### src/rtl/pbuf_pkg.sv
package pbuf_pkg;
  localparam int PAGE_CNT = 16;
  localparam int PKT_W    = $clog2(PAGE_CNT);
  localparam int SIZE_W   = 3;

  typedef enum logic [2:0] {
    CMD_NOP     = 3'd0,
    CMD_ALLOC   = 3'd1,
    CMD_RESET   = 3'd2,
    CMD_POP     = 3'd3,
    CMD_POPFREE = 3'd4
  } cmd_e;

  typedef struct packed {
    logic              clearAll;
    logic              clrIrq;
    logic              allocOk;
    logic              allocFail;
    logic [PKT_W-1:0]  allocStart;
    logic [SIZE_W-1:0] allocSize;
    logic              popHead;
    logic              freeHead;
  } strobe_t;
endpackage

### src/rtl/pbuf_ctrl.sv
module pbuf_ctrl
  import pbuf_pkg::*;
#(
  parameter int MAX_SIZE = 5
) (
  input  logic                clk,
  input  logic                rstN,
  input  logic                cmdWr,
  input  logic [7:0]          cmdWord,
  input  logic [PAGE_CNT-1:0] usedMap,
  output logic                busy,
  output strobe_t             stb
);
  localparam int RUN_W = PKT_W + 1;

  cmd_e              cmd;
  logic [SIZE_W-1:0] sizeField;
  logic              accept;
  logic              sizeOk;
  logic [PKT_W-1:0]  cursor;
  logic [RUN_W-1:0]  run, runNext, need;
  logic [SIZE_W-1:0] nReq;
  logic              hit, lastPage;

  assign cmd       = cmd_e'(cmdWord[7:5]);
  assign sizeField = cmdWord[3:1];
  assign accept    = cmdWr && !busy;
  assign sizeOk    = int'(sizeField) <= MAX_SIZE;
  assign runNext   = usedMap[cursor] ? '0 : run + 1'b1;
  assign need      = RUN_W'(nReq) + 1'b1;
  assign hit       = busy && !usedMap[cursor] && (runNext == need);
  assign lastPage  = cursor == PKT_W'(PAGE_CNT - 1);

  always_comb begin
    stb = '0;
    if (accept) begin
      case (cmd)
        CMD_ALLOC: begin
          stb.clrIrq    = 1'b1;
          stb.allocFail = !sizeOk;
        end
        CMD_RESET:   stb.clearAll = 1'b1;
        CMD_POP:     stb.popHead  = 1'b1;
        CMD_POPFREE: begin
          stb.popHead  = 1'b1;
          stb.freeHead = 1'b1;
        end
        default: ;
      endcase
    end
    if (busy) begin
      if (hit) begin
        stb.allocOk    = 1'b1;
        stb.allocStart = cursor - PKT_W'(nReq);
        stb.allocSize  = nReq;
      end else if (lastPage) begin
        stb.allocFail = 1'b1;
      end
    end
  end

  always_ff @(posedge clk or negedge rstN) begin
    if (!rstN) begin
      busy   <= 1'b0;
      cursor <= '0;
      run    <= '0;
      nReq   <= '0;
    end else if (accept && cmd == CMD_ALLOC && sizeOk) begin
      busy   <= 1'b1;
      cursor <= '0;
      run    <= '0;
      nReq   <= sizeField;
    end else if (busy) begin
      if (hit || lastPage) begin
        busy <= 1'b0;
      end else begin
        cursor <= cursor + 1'b1;
        run    <= runNext;
      end
    end
  end
endmodule

### src/rtl/pbuf_dpath.sv
module pbuf_dpath
  import pbuf_pkg::*;
#(
  parameter int QDEPTH = 8
) (
  input  logic                clk,
  input  logic                rstN,
  input  strobe_t             stb,
  input  logic                irqEn,
  input  logic                rxPushValid,
  input  logic [PKT_W-1:0]    rxPushPkt,
  output logic [PAGE_CNT-1:0] usedMap,
  output logic [7:0]          allocResult,
  output logic                allocIrq,
  output logic                rxHeadValid,
  output logic [PKT_W-1:0]    rxHeadPkt,
  output logic                popEmpty
);
  localparam int PTR_W = $clog2(QDEPTH);
  localparam int CNT_W = $clog2(QDEPTH + 1);

  logic [SIZE_W-1:0]   lenTab [PAGE_CNT];
  logic [PKT_W-1:0]    qMem   [QDEPTH];
  logic [PTR_W-1:0]    rdPtr, wrPtr;
  logic [CNT_W-1:0]    count;
  logic [PAGE_CNT-1:0] nextMap;
  logic                doPop, doPush;

  assign rxHeadValid = count != '0;
  assign rxHeadPkt   = qMem[rdPtr];
  assign doPop       = stb.popHead && rxHeadValid;
  assign doPush      = rxPushValid && (int'(count) < QDEPTH || doPop);

  always_comb begin
    nextMap = usedMap;
    for (int i = 0; i < PAGE_CNT; i++) begin
      if (stb.allocOk && i >= int'(stb.allocStart) &&
          i <= int'(stb.allocStart) + int'(stb.allocSize))
        nextMap[i] = 1'b1;
      if (stb.freeHead && doPop && i >= int'(rxHeadPkt) &&
          i <= int'(rxHeadPkt) + int'(lenTab[rxHeadPkt]))
        nextMap[i] = 1'b0;
    end
  end

  always_ff @(posedge clk or negedge rstN) begin
    if (!rstN) begin
      usedMap     <= '0;
      allocResult <= 8'h80;
      allocIrq    <= 1'b0;
      popEmpty    <= 1'b0;
      rdPtr       <= '0;
      wrPtr       <= '0;
      count       <= '0;
    end else if (stb.clearAll) begin
      usedMap     <= '0;
      allocResult <= 8'h80;
      allocIrq    <= 1'b0;
      popEmpty    <= 1'b0;
      rdPtr       <= '0;
      wrPtr       <= '0;
      count       <= '0;
    end else begin
      usedMap <= nextMap;
      if (stb.clrIrq) allocIrq <= 1'b0;
      if (stb.allocOk) begin
        allocResult <= 8'(stb.allocStart);
        allocIrq    <= irqEn;
      end else if (stb.allocFail) begin
        allocResult <= 8'h80;
      end
      if (stb.popHead && !rxHeadValid) popEmpty <= 1'b1;
      if (doPop)  rdPtr <= rdPtr + 1'b1;
      if (doPush) wrPtr <= wrPtr + 1'b1;
      count <= count + CNT_W'(doPush) - CNT_W'(doPop);
    end
  end

  always_ff @(posedge clk) begin
    if (stb.allocOk) lenTab[stb.allocStart] <= stb.allocSize;
    if (doPush && !stb.clearAll) qMem[wrPtr] <= rxPushPkt;
  end
endmodule

### src/rtl/pbuf_alloc.sv
module pbuf_alloc
  import pbuf_pkg::*;
#(
  parameter int MAX_SIZE = 5,
  parameter int QDEPTH   = 8
) (
  input  logic             clk,
  input  logic             rstN,
  input  logic             cmdWr,
  input  logic [7:0]       cmdWord,
  input  logic             irqEn,
  input  logic             rxPushValid,
  input  logic [PKT_W-1:0] rxPushPkt,
  output logic [7:0]       statusWord,
  output logic [7:0]       allocResult,
  output logic             allocIrq,
  output logic             rxHeadValid,
  output logic [PKT_W-1:0] rxHeadPkt
);
  strobe_t             stb;
  logic                busy, popEmpty;
  logic [PAGE_CNT-1:0] usedMap;

  pbuf_ctrl #(.MAX_SIZE(MAX_SIZE)) ctrl_i (
    .clk(clk), .rstN(rstN), .cmdWr(cmdWr), .cmdWord(cmdWord),
    .usedMap(usedMap), .busy(busy), .stb(stb)
  );

  pbuf_dpath #(.QDEPTH(QDEPTH)) dpath_i (
    .clk(clk), .rstN(rstN), .stb(stb), .irqEn(irqEn),
    .rxPushValid(rxPushValid), .rxPushPkt(rxPushPkt), .usedMap(usedMap),
    .allocResult(allocResult), .allocIrq(allocIrq),
    .rxHeadValid(rxHeadValid), .rxHeadPkt(rxHeadPkt), .popEmpty(popEmpty)
  );

  assign statusWord = {6'b0, busy, popEmpty};
endmodule

### config.mk
export PLATFORM = sky130hd
export DESIGN_NAME = pbuf_alloc
export DESIGN_NICKNAME = d
export VERILOG_FILES = /design/src/rtl/pbuf_pkg.sv /design/src/rtl/pbuf_ctrl.sv /design/src/rtl/pbuf_dpath.sv /design/src/rtl/pbuf_alloc.sv
export SDC_FILE = /design/constraint.sdc
export NUM_CORES = 1
export LEC_CHECK = 0
export ABC_CLOCK_PERIOD_IN_PS = 8100
export BUFFER_PORTS_ARGS = -buffer_cell sky130_fd_sc_hd__buf_2
export CAP_MARGIN = 15
export CORE_MARGIN = 2
export CORE_UTILIZATION = 45
export CTS_CLUSTER_DIAMETER = 200
export DETAILED_ROUTE_END_ITERATION = 6
export HOLD_SLACK_MARGIN = 0.15
export SLEW_MARGIN = 30
export SYNTH_ARGS = -nofsm -noshare
export SYNTH_HDL_FRONTEND = slang
export SYNTH_HIERARCHICAL = 1
export SYNTH_SLANG_ARGS = --single-unit
### constraint.sdc
create_clock -name clk -period 8.1 [get_ports clk]
set_clock_uncertainty 0.15 [all_clocks]
set_input_delay 0.81 -clock clk [delete_from_list [all_inputs] [get_ports clk]]
set_output_delay 0.81 -clock clk [all_outputs]
set_load 0.01 [all_outputs]
==> impl_results.html <==
<table>
<tr><th>Metric</th><th>Value</th></tr>
<tr><th colspan="2">Setup path</th></tr>
<tr><td>Worst Path Max Fanout</td><td>25</td></tr>
<tr><td>Kind of start point of the critical path</td><td>flop</td></tr>
<tr><td>Worst path max stage delay</td><td>0.84 ns</td></tr>
<tr><td>Cells traversed along the worst timing path</td><td>mux4_2, mux2i_1, mux2i_1, or4_1, clkinv_4, and2_1, ha_1, a21o_1, a21oi_1, xnor2_1, nand2_1, a31oi_1, a211oi_1</td></tr>
<tr><td>Crit path DAT</td><td>5.50 ns</td></tr>
<tr><td>Most used cell along the critical path</td><td>sky130_fd_sc_hd__mux2i_1</td></tr>
<tr><td>CP Capture Type</td><td>flop</td></tr>
<tr><td>Worst reg-to-reg path cell count</td><td>13</td></tr>
<tr><td>Source of the worst register-to-register timing path</td><td>ctrl_i/cursor[0]</td></tr>
<tr><td>Critical path endpoint</td><td>dpath_i/usedMap[10]</td></tr>
<tr><td>RR Endpoint</td><td>dpath_i/usedMap[10]</td></tr>
<tr><td>Register-to-register setup slack</td><td>2.72 ns</td></tr>
<tr><td>Critical path start-end classification</td><td>reg2reg</td></tr>
<tr><td>Critical-path cell with the highest stage delay</td><td>sky130_fd_sc_hd__or4_1</td></tr>
<tr><td>Critical Path RT</td><td>8.22 ns</td></tr>
<tr><td>Critical Path Start</td><td>ctrl_i/cursor[0]</td></tr>
<tr><th colspan="2">Global routing</th></tr>
<tr><td>Global router's overall resource usage</td><td>18.9%</td></tr>
<tr><td>Via count of the first global-routing pass</td><td>4,376</td></tr>
<tr><td>Number of antenna violations at the first check in global routing</td><td>0</td></tr>
<tr><td>Global-route wire length before repair</td><td>23.3 mm</td></tr>
<tr><td>Leftover overflow at the end of global routing</td><td>0</td></tr>
<tr><td>Maximum number of pins on one net before global-route repair</td><td>47</td></tr>
<tr><th colspan="2">Yosys</th></tr>
<tr><td>YS warnings</td><td>6</td></tr>
<tr><td>Average footprint of a synthesized cell</td><td>12.0 um2</td></tr>
<tr><td>Synthesized netlist cell count</td><td>between 500 and 600</td></tr>
<tr><td>Synth async-reset ratio</td><td>36.5%</td></tr>
<tr><td>Post-synth top flop</td><td>sky130_fd_sc_hd__edfxtp_1</td></tr>
<tr><td>Sequential cell area fraction in the yosys report</td><td>52.5%</td></tr>
<tr><td>Flip-flop and latch count after synthesis</td><td>roughly 130</td></tr>
<tr><td>Post-synth cell types</td><td>67</td></tr>
<tr><td>Post-synth design cell area</td><td>0.00677 mm2</td></tr>
<tr><td>Number of enable flip-flop cells after synthesis</td><td>80</td></tr>
<tr><th colspan="2">Place</th></tr>
<tr><td>Placed cells</td><td>743</td></tr>
<tr><td>Global placer's final weighted congestion</td><td>0.861</td></tr>
<tr><td>HPWL Detailed</td><td>10.2 mm</td></tr>
<tr><td>Placement Setup Slack</td><td>2.79 ns</td></tr>
<tr><td># port buffers</td><td>27</td></tr>
<tr><th colspan="2">Clock tree</th></tr>
<tr><td>Worst-case clock buffer depth</td><td>2</td></tr>
<tr><td>CTS HTree Levels</td><td>4</td></tr>
<tr><td>Clk sink count</td><td>126</td></tr>
<tr><td>Post-CTS clock slew at the launch and capture registers of the worst setup and hold paths</td><td>0.06 ns</td></tr>
<tr><td>Later-pin clock latency in the skew report</td><td>approximately 0.41 ns</td></tr>
<tr><td>Setup Fix Bufs, Post-CTS</td><td>0</td></tr>
<tr><td>Number of buffers added by the clock tree synthesis step</td><td>17</td></tr>
<tr><td>Clock tree from TritonCTS</td><td>built</td></tr>
<tr><td>CTS resizes</td><td>0</td></tr>
<tr><td>Cts hold-fix bufs</td><td>0</td></tr>
<tr><td>Clk Tree Root Cell</td><td>sky130_fd_sc_hd__clkbuf_16</td></tr>
<tr><th colspan="2">Timing</th></tr>
<tr><td>RSZ-0062 raised after global routing</td><td>false</td></tr>
<tr><td>Post-layout worst setup margin</td><td>2.72 ns</td></tr>
<tr><td>Shortest clock period the worst path allows after layout</td><td>5.38 ns</td></tr>
<tr><td>Number of endpoints with negative hold slack in the final report</td><td>0</td></tr>
<tr><td>Max Slew Vio Count</td><td>0</td></tr>
<tr><td>Worst slew slack as a fraction of its limit</td><td>around 44%</td></tr>
<tr><td>Max Freq</td><td>186 MHz</td></tr>
<tr><td>Count of endpoints failing setup in the final report</td><td>0</td></tr>
<tr><td>Aggregate negative setup slack</td><td>0 ns</td></tr>
<tr><td>Pin slew with the least headroom to its limit</td><td>0.831 ns</td></tr>
<tr><td>Hold slack</td><td>~0.26 ns</td></tr>
<tr><td>Portion of the clock cycle consumed by the worst path in the final layout</td><td>roughly 66%</td></tr>
<tr><th colspan="2">Cells and area</th></tr>
<tr><td>Nets</td><td>618</td></tr>
<tr><td>Synthesis-to-finish area growth</td><td>11.8%</td></tr>
<tr><td>Final cell count without fillers</td><td>slightly below 800</td></tr>
<tr><td>Core Util, Final</td><td>51.8%</td></tr>
<tr><td>Share of post-route cells with drive strength above 1</td><td>15.2%</td></tr>
<tr><td>Total inserted antenna cells</td><td>0</td></tr>
<tr><th colspan="2">Power and ir drop</th></tr>
<tr><td>Leakage power total</td><td>between 0.002 and 0.003 uW</td></tr>
<tr><td>Power density relative to cell area</td><td>424 mW/mm2</td></tr>
<tr><td>IR drop worst, VDD</td><td>between 300 and 400 uV</td></tr>
<tr><th colspan="2">Drt</th></tr>
<tr><td>Number of vias per cell</td><td>5.76</td></tr>
<tr><td>Vias</td><td>4,465</td></tr>
<tr><td>Overall routed net length</td><td>14.3 mm</td></tr>
<tr><td>Routed length per instance</td><td>18.4 um</td></tr>
<tr><td>Remaining routing DRC violations</td><td>0</td></tr>
<tr><td>Detailed Routing Iterations Pass 1</td><td>5</td></tr>
<tr><td>DRC violation total after the first TritonRoute iteration</td><td>413</td></tr>
<tr><td>Remaining number of nets flagged by the antenna check after routing</td><td>0</td></tr>
<tr><th colspan="2">Floorplanning</th></tr>
<tr><td>Die ar.</td><td>0.0160 mm2</td></tr>
<tr><td>Placeable core area</td><td>approximately 0.015 mm2</td></tr>
<tr><td>Number of placement rows</td><td>44</td></tr>
<tr><td>Y dimension of the die</td><td>127 um</td></tr>
<tr><td>Starting density of the core</td><td>46.4%</td></tr>
<tr><td>Ports</td><td>39</td></tr>
<tr><td>Horizontal extent of the die</td><td>127 um</td></tr>
<tr><th colspan="2">Hold path</th></tr>
<tr><td>Hold crit path type</td><td>in2async</td></tr>
<tr><th colspan="2">Job</th></tr>
<tr><td>Max-cap check violation count</td><td>0</td></tr>
<tr><th colspan="2">Run status</th></tr>
<tr><td>Status</td><td>complete, no violations</td></tr>
</table>
## synth_stat cells, types with 4 or more instances
cell type | instances | area (um2)
sky130_fd_sc_hd__nor2_1 | 54 | 203
sky130_fd_sc_hd__clkbuf_1 | 19 | 71.3
sky130_fd_sc_hd__xor2_1 | 4 | 35.0
sky130_fd_sc_hd__inv_1 | 17 | 63.8
sky130_fd_sc_hd__mux2i_1 | 11 | 110
sky130_fd_sc_hd__ha_1 | 19 | 238
sky130_fd_sc_hd__dfrtp_1 | 45 | 1130
sky130_fd_sc_hd__a22oi_1 | 12 | 90.1
sky130_fd_sc_hd__o21ai_0 | 7 | 35.0
sky130_fd_sc_hd__fa_1 | 4 | 80.1
sky130_fd_sc_hd__a21oi_1 | 21 | 105
sky130_fd_sc_hd__mux4_1 | 13 | 342
sky130_fd_sc_hd__edfxtp_1 | 80 | 2400
sky130_fd_sc_hd__and3_1 | 5 | 31.3
sky130_fd_sc_hd__buf_4 | 12 | 90.1
sky130_fd_sc_hd__xnor2_1 | 14 | 123
sky130_fd_sc_hd__nand3_1 | 24 | 120
sky130_fd_sc_hd__nand2_1 | 39 | 146
sky130_fd_sc_hd__a31oi_1 | 15 | 93.8
sky130_fd_sc_hd__nor3_1 | 28 | 140
sky130_fd_sc_hd__a211oi_1 | 8 | 60.1
sky130_fd_sc_hd__mux4_2 | 12 | 270
sky130_fd_sc_hd__or2_2 | 4 | 25.0
sky130_fd_sc_hd__nand2b_1 | 10 | 62.6
sky130_fd_sc_hd__nor2b_1 | 7 | 43.8
sky130_fd_sc_hd__a21o_1 | 8 | 60.1
sky130_fd_sc_hd__buf_6 | 4 | 45.0
## worst min path at each step
stage                                  end  cells after the start
after floorplan           dpath_i/popEmpty                      2
after global placement    dpath_i/popEmpty                      2
after detailed placement  dpath_i/popEmpty                      2
after CTS                 dpath_i/wrPtr[1]                      1
after global routing      dpath_i/rdPtr[1]                      1
final                     dpath_i/count[2]                      1
## worst max-delay path, delay by kind of cell (launching register included)
family | cells | cell delay, ns
xor+xnor | 1 | 0.31
fa+ha+maj | 1 | 0.36
mux | 3 | 0.99
flops | 1 | 0.60
simple gates | 3 | 1.78
compound gates | 4 | 0.77
buf+inv | 1 | 0.27
## layer usage
layer | routed length (um) | vias up | track usage, %
li1 | - | 2152 | -
met1 | 6480 | 2200 | 24.9
met2 | 7040 | 100 | 30.6
met3 | 508 | 13 | 5.40
met4 | 238 | 0 | 5.24
met5 | 0 | - | 0
## cells by family (layout without fill, tap and decap cells)
group	count (synthesis)	count (layout)	share of synthesized area, %
muxes	40	40	11.4
adders and majority gates	23	23	4.70
other	2	9	0.111
buffers and inverters	57	79	4.40
AOI/OAI and AO/OA	102	102	10.3
xor gates and xnor gates	19	19	2.66
and+or+nand+nor	193	193	13.9
DFF	126	126	52.5
## registers in the layout, summed over array words and instances (netlist names)
register,count
ctrl_i/busy,1
dpath_i/usedMap,16
ctrl_i/run,5
dpath_i/qMem,32
dpath_i/count,4
ctrl_i/cursor,4
dpath_i/wrPtr,3
dpath_i/popEmpty,1
dpath_i/allocResult,5
dpath_i/lenTab,48
ctrl_i/nReq,3
dpath_i/rdPtr,3
dpath_i/allocIrq,1
## power breakdown
| part | total, uW | internal [uW] | switching (uW) |
|---|---|---|---|
| clock | 758 | 481 | 277 |
| sequential | 932 | 797 | 134 |
| combinational | 1520 | 628 | 888 |
| total | 3210 | 1910 | 1300 |
## area by class of cell
type                            instances  area [um2]
Clock buffer                           17         425
Clock inverter                         15         171
Fill cell                            1247        7030
Inverter                               18        72.6
Multi-Input combinational cell        386        2960
Sequential cell                       126        3550
Tap cell                              184         230
Timing Repair Buffer                   29         153
## cell usage in the layout (no fill, tap or decap), types with 8 or more instances in the layout
| cell | netlist | routed |
|---|---|---|
| sky130_fd_sc_hd__nand3_1 | 24 | 24 |
| sky130_fd_sc_hd__mux4_1 | 13 | 13 |
| sky130_fd_sc_hd__nand2_1 | 39 | 39 |
| sky130_fd_sc_hd__xnor2_1 | 14 | 14 |
| sky130_fd_sc_hd__a22oi_1 | 12 | 12 |
| sky130_fd_sc_hd__nor3_1 | 28 | 28 |
| sky130_fd_sc_hd__clkbuf_16 | 0 | 17 |
| sky130_fd_sc_hd__a31oi_1 | 15 | 15 |
| sky130_fd_sc_hd__a21o_1 | 8 | 8 |
| sky130_fd_sc_hd__mux2i_1 | 11 | 11 |
| sky130_fd_sc_hd__a21oi_1 | 21 | 21 |
| sky130_fd_sc_hd__mux4_2 | 12 | 12 |
| sky130_fd_sc_hd__ha_1 | 19 | 19 |
| sky130_fd_sc_hd__conb_1 | 2 | 9 |
| sky130_fd_sc_hd__dfrtp_1 | 45 | 45 |
| sky130_fd_sc_hd__nand2b_1 | 10 | 10 |
| sky130_fd_sc_hd__buf_2 | 3 | 26 |
| sky130_fd_sc_hd__edfxtp_1 | 80 | 80 |
| sky130_fd_sc_hd__inv_1 | 17 | 17 |
| sky130_fd_sc_hd__nor2_1 | 54 | 50 |
| sky130_fd_sc_hd__a211oi_1 | 8 | 8 |
## through the flow
step | total power, uW | cell area, um2
after floorplan | 2110 | 6790
after global placement | 2410 | 6950
after detailed placement | 2450 | 6960
after CTS | 3210 | 7550
after global routing | 3450 | 7560
final | 3210 | 7560
No activity file was read; power rests on OpenSTA's default activity.
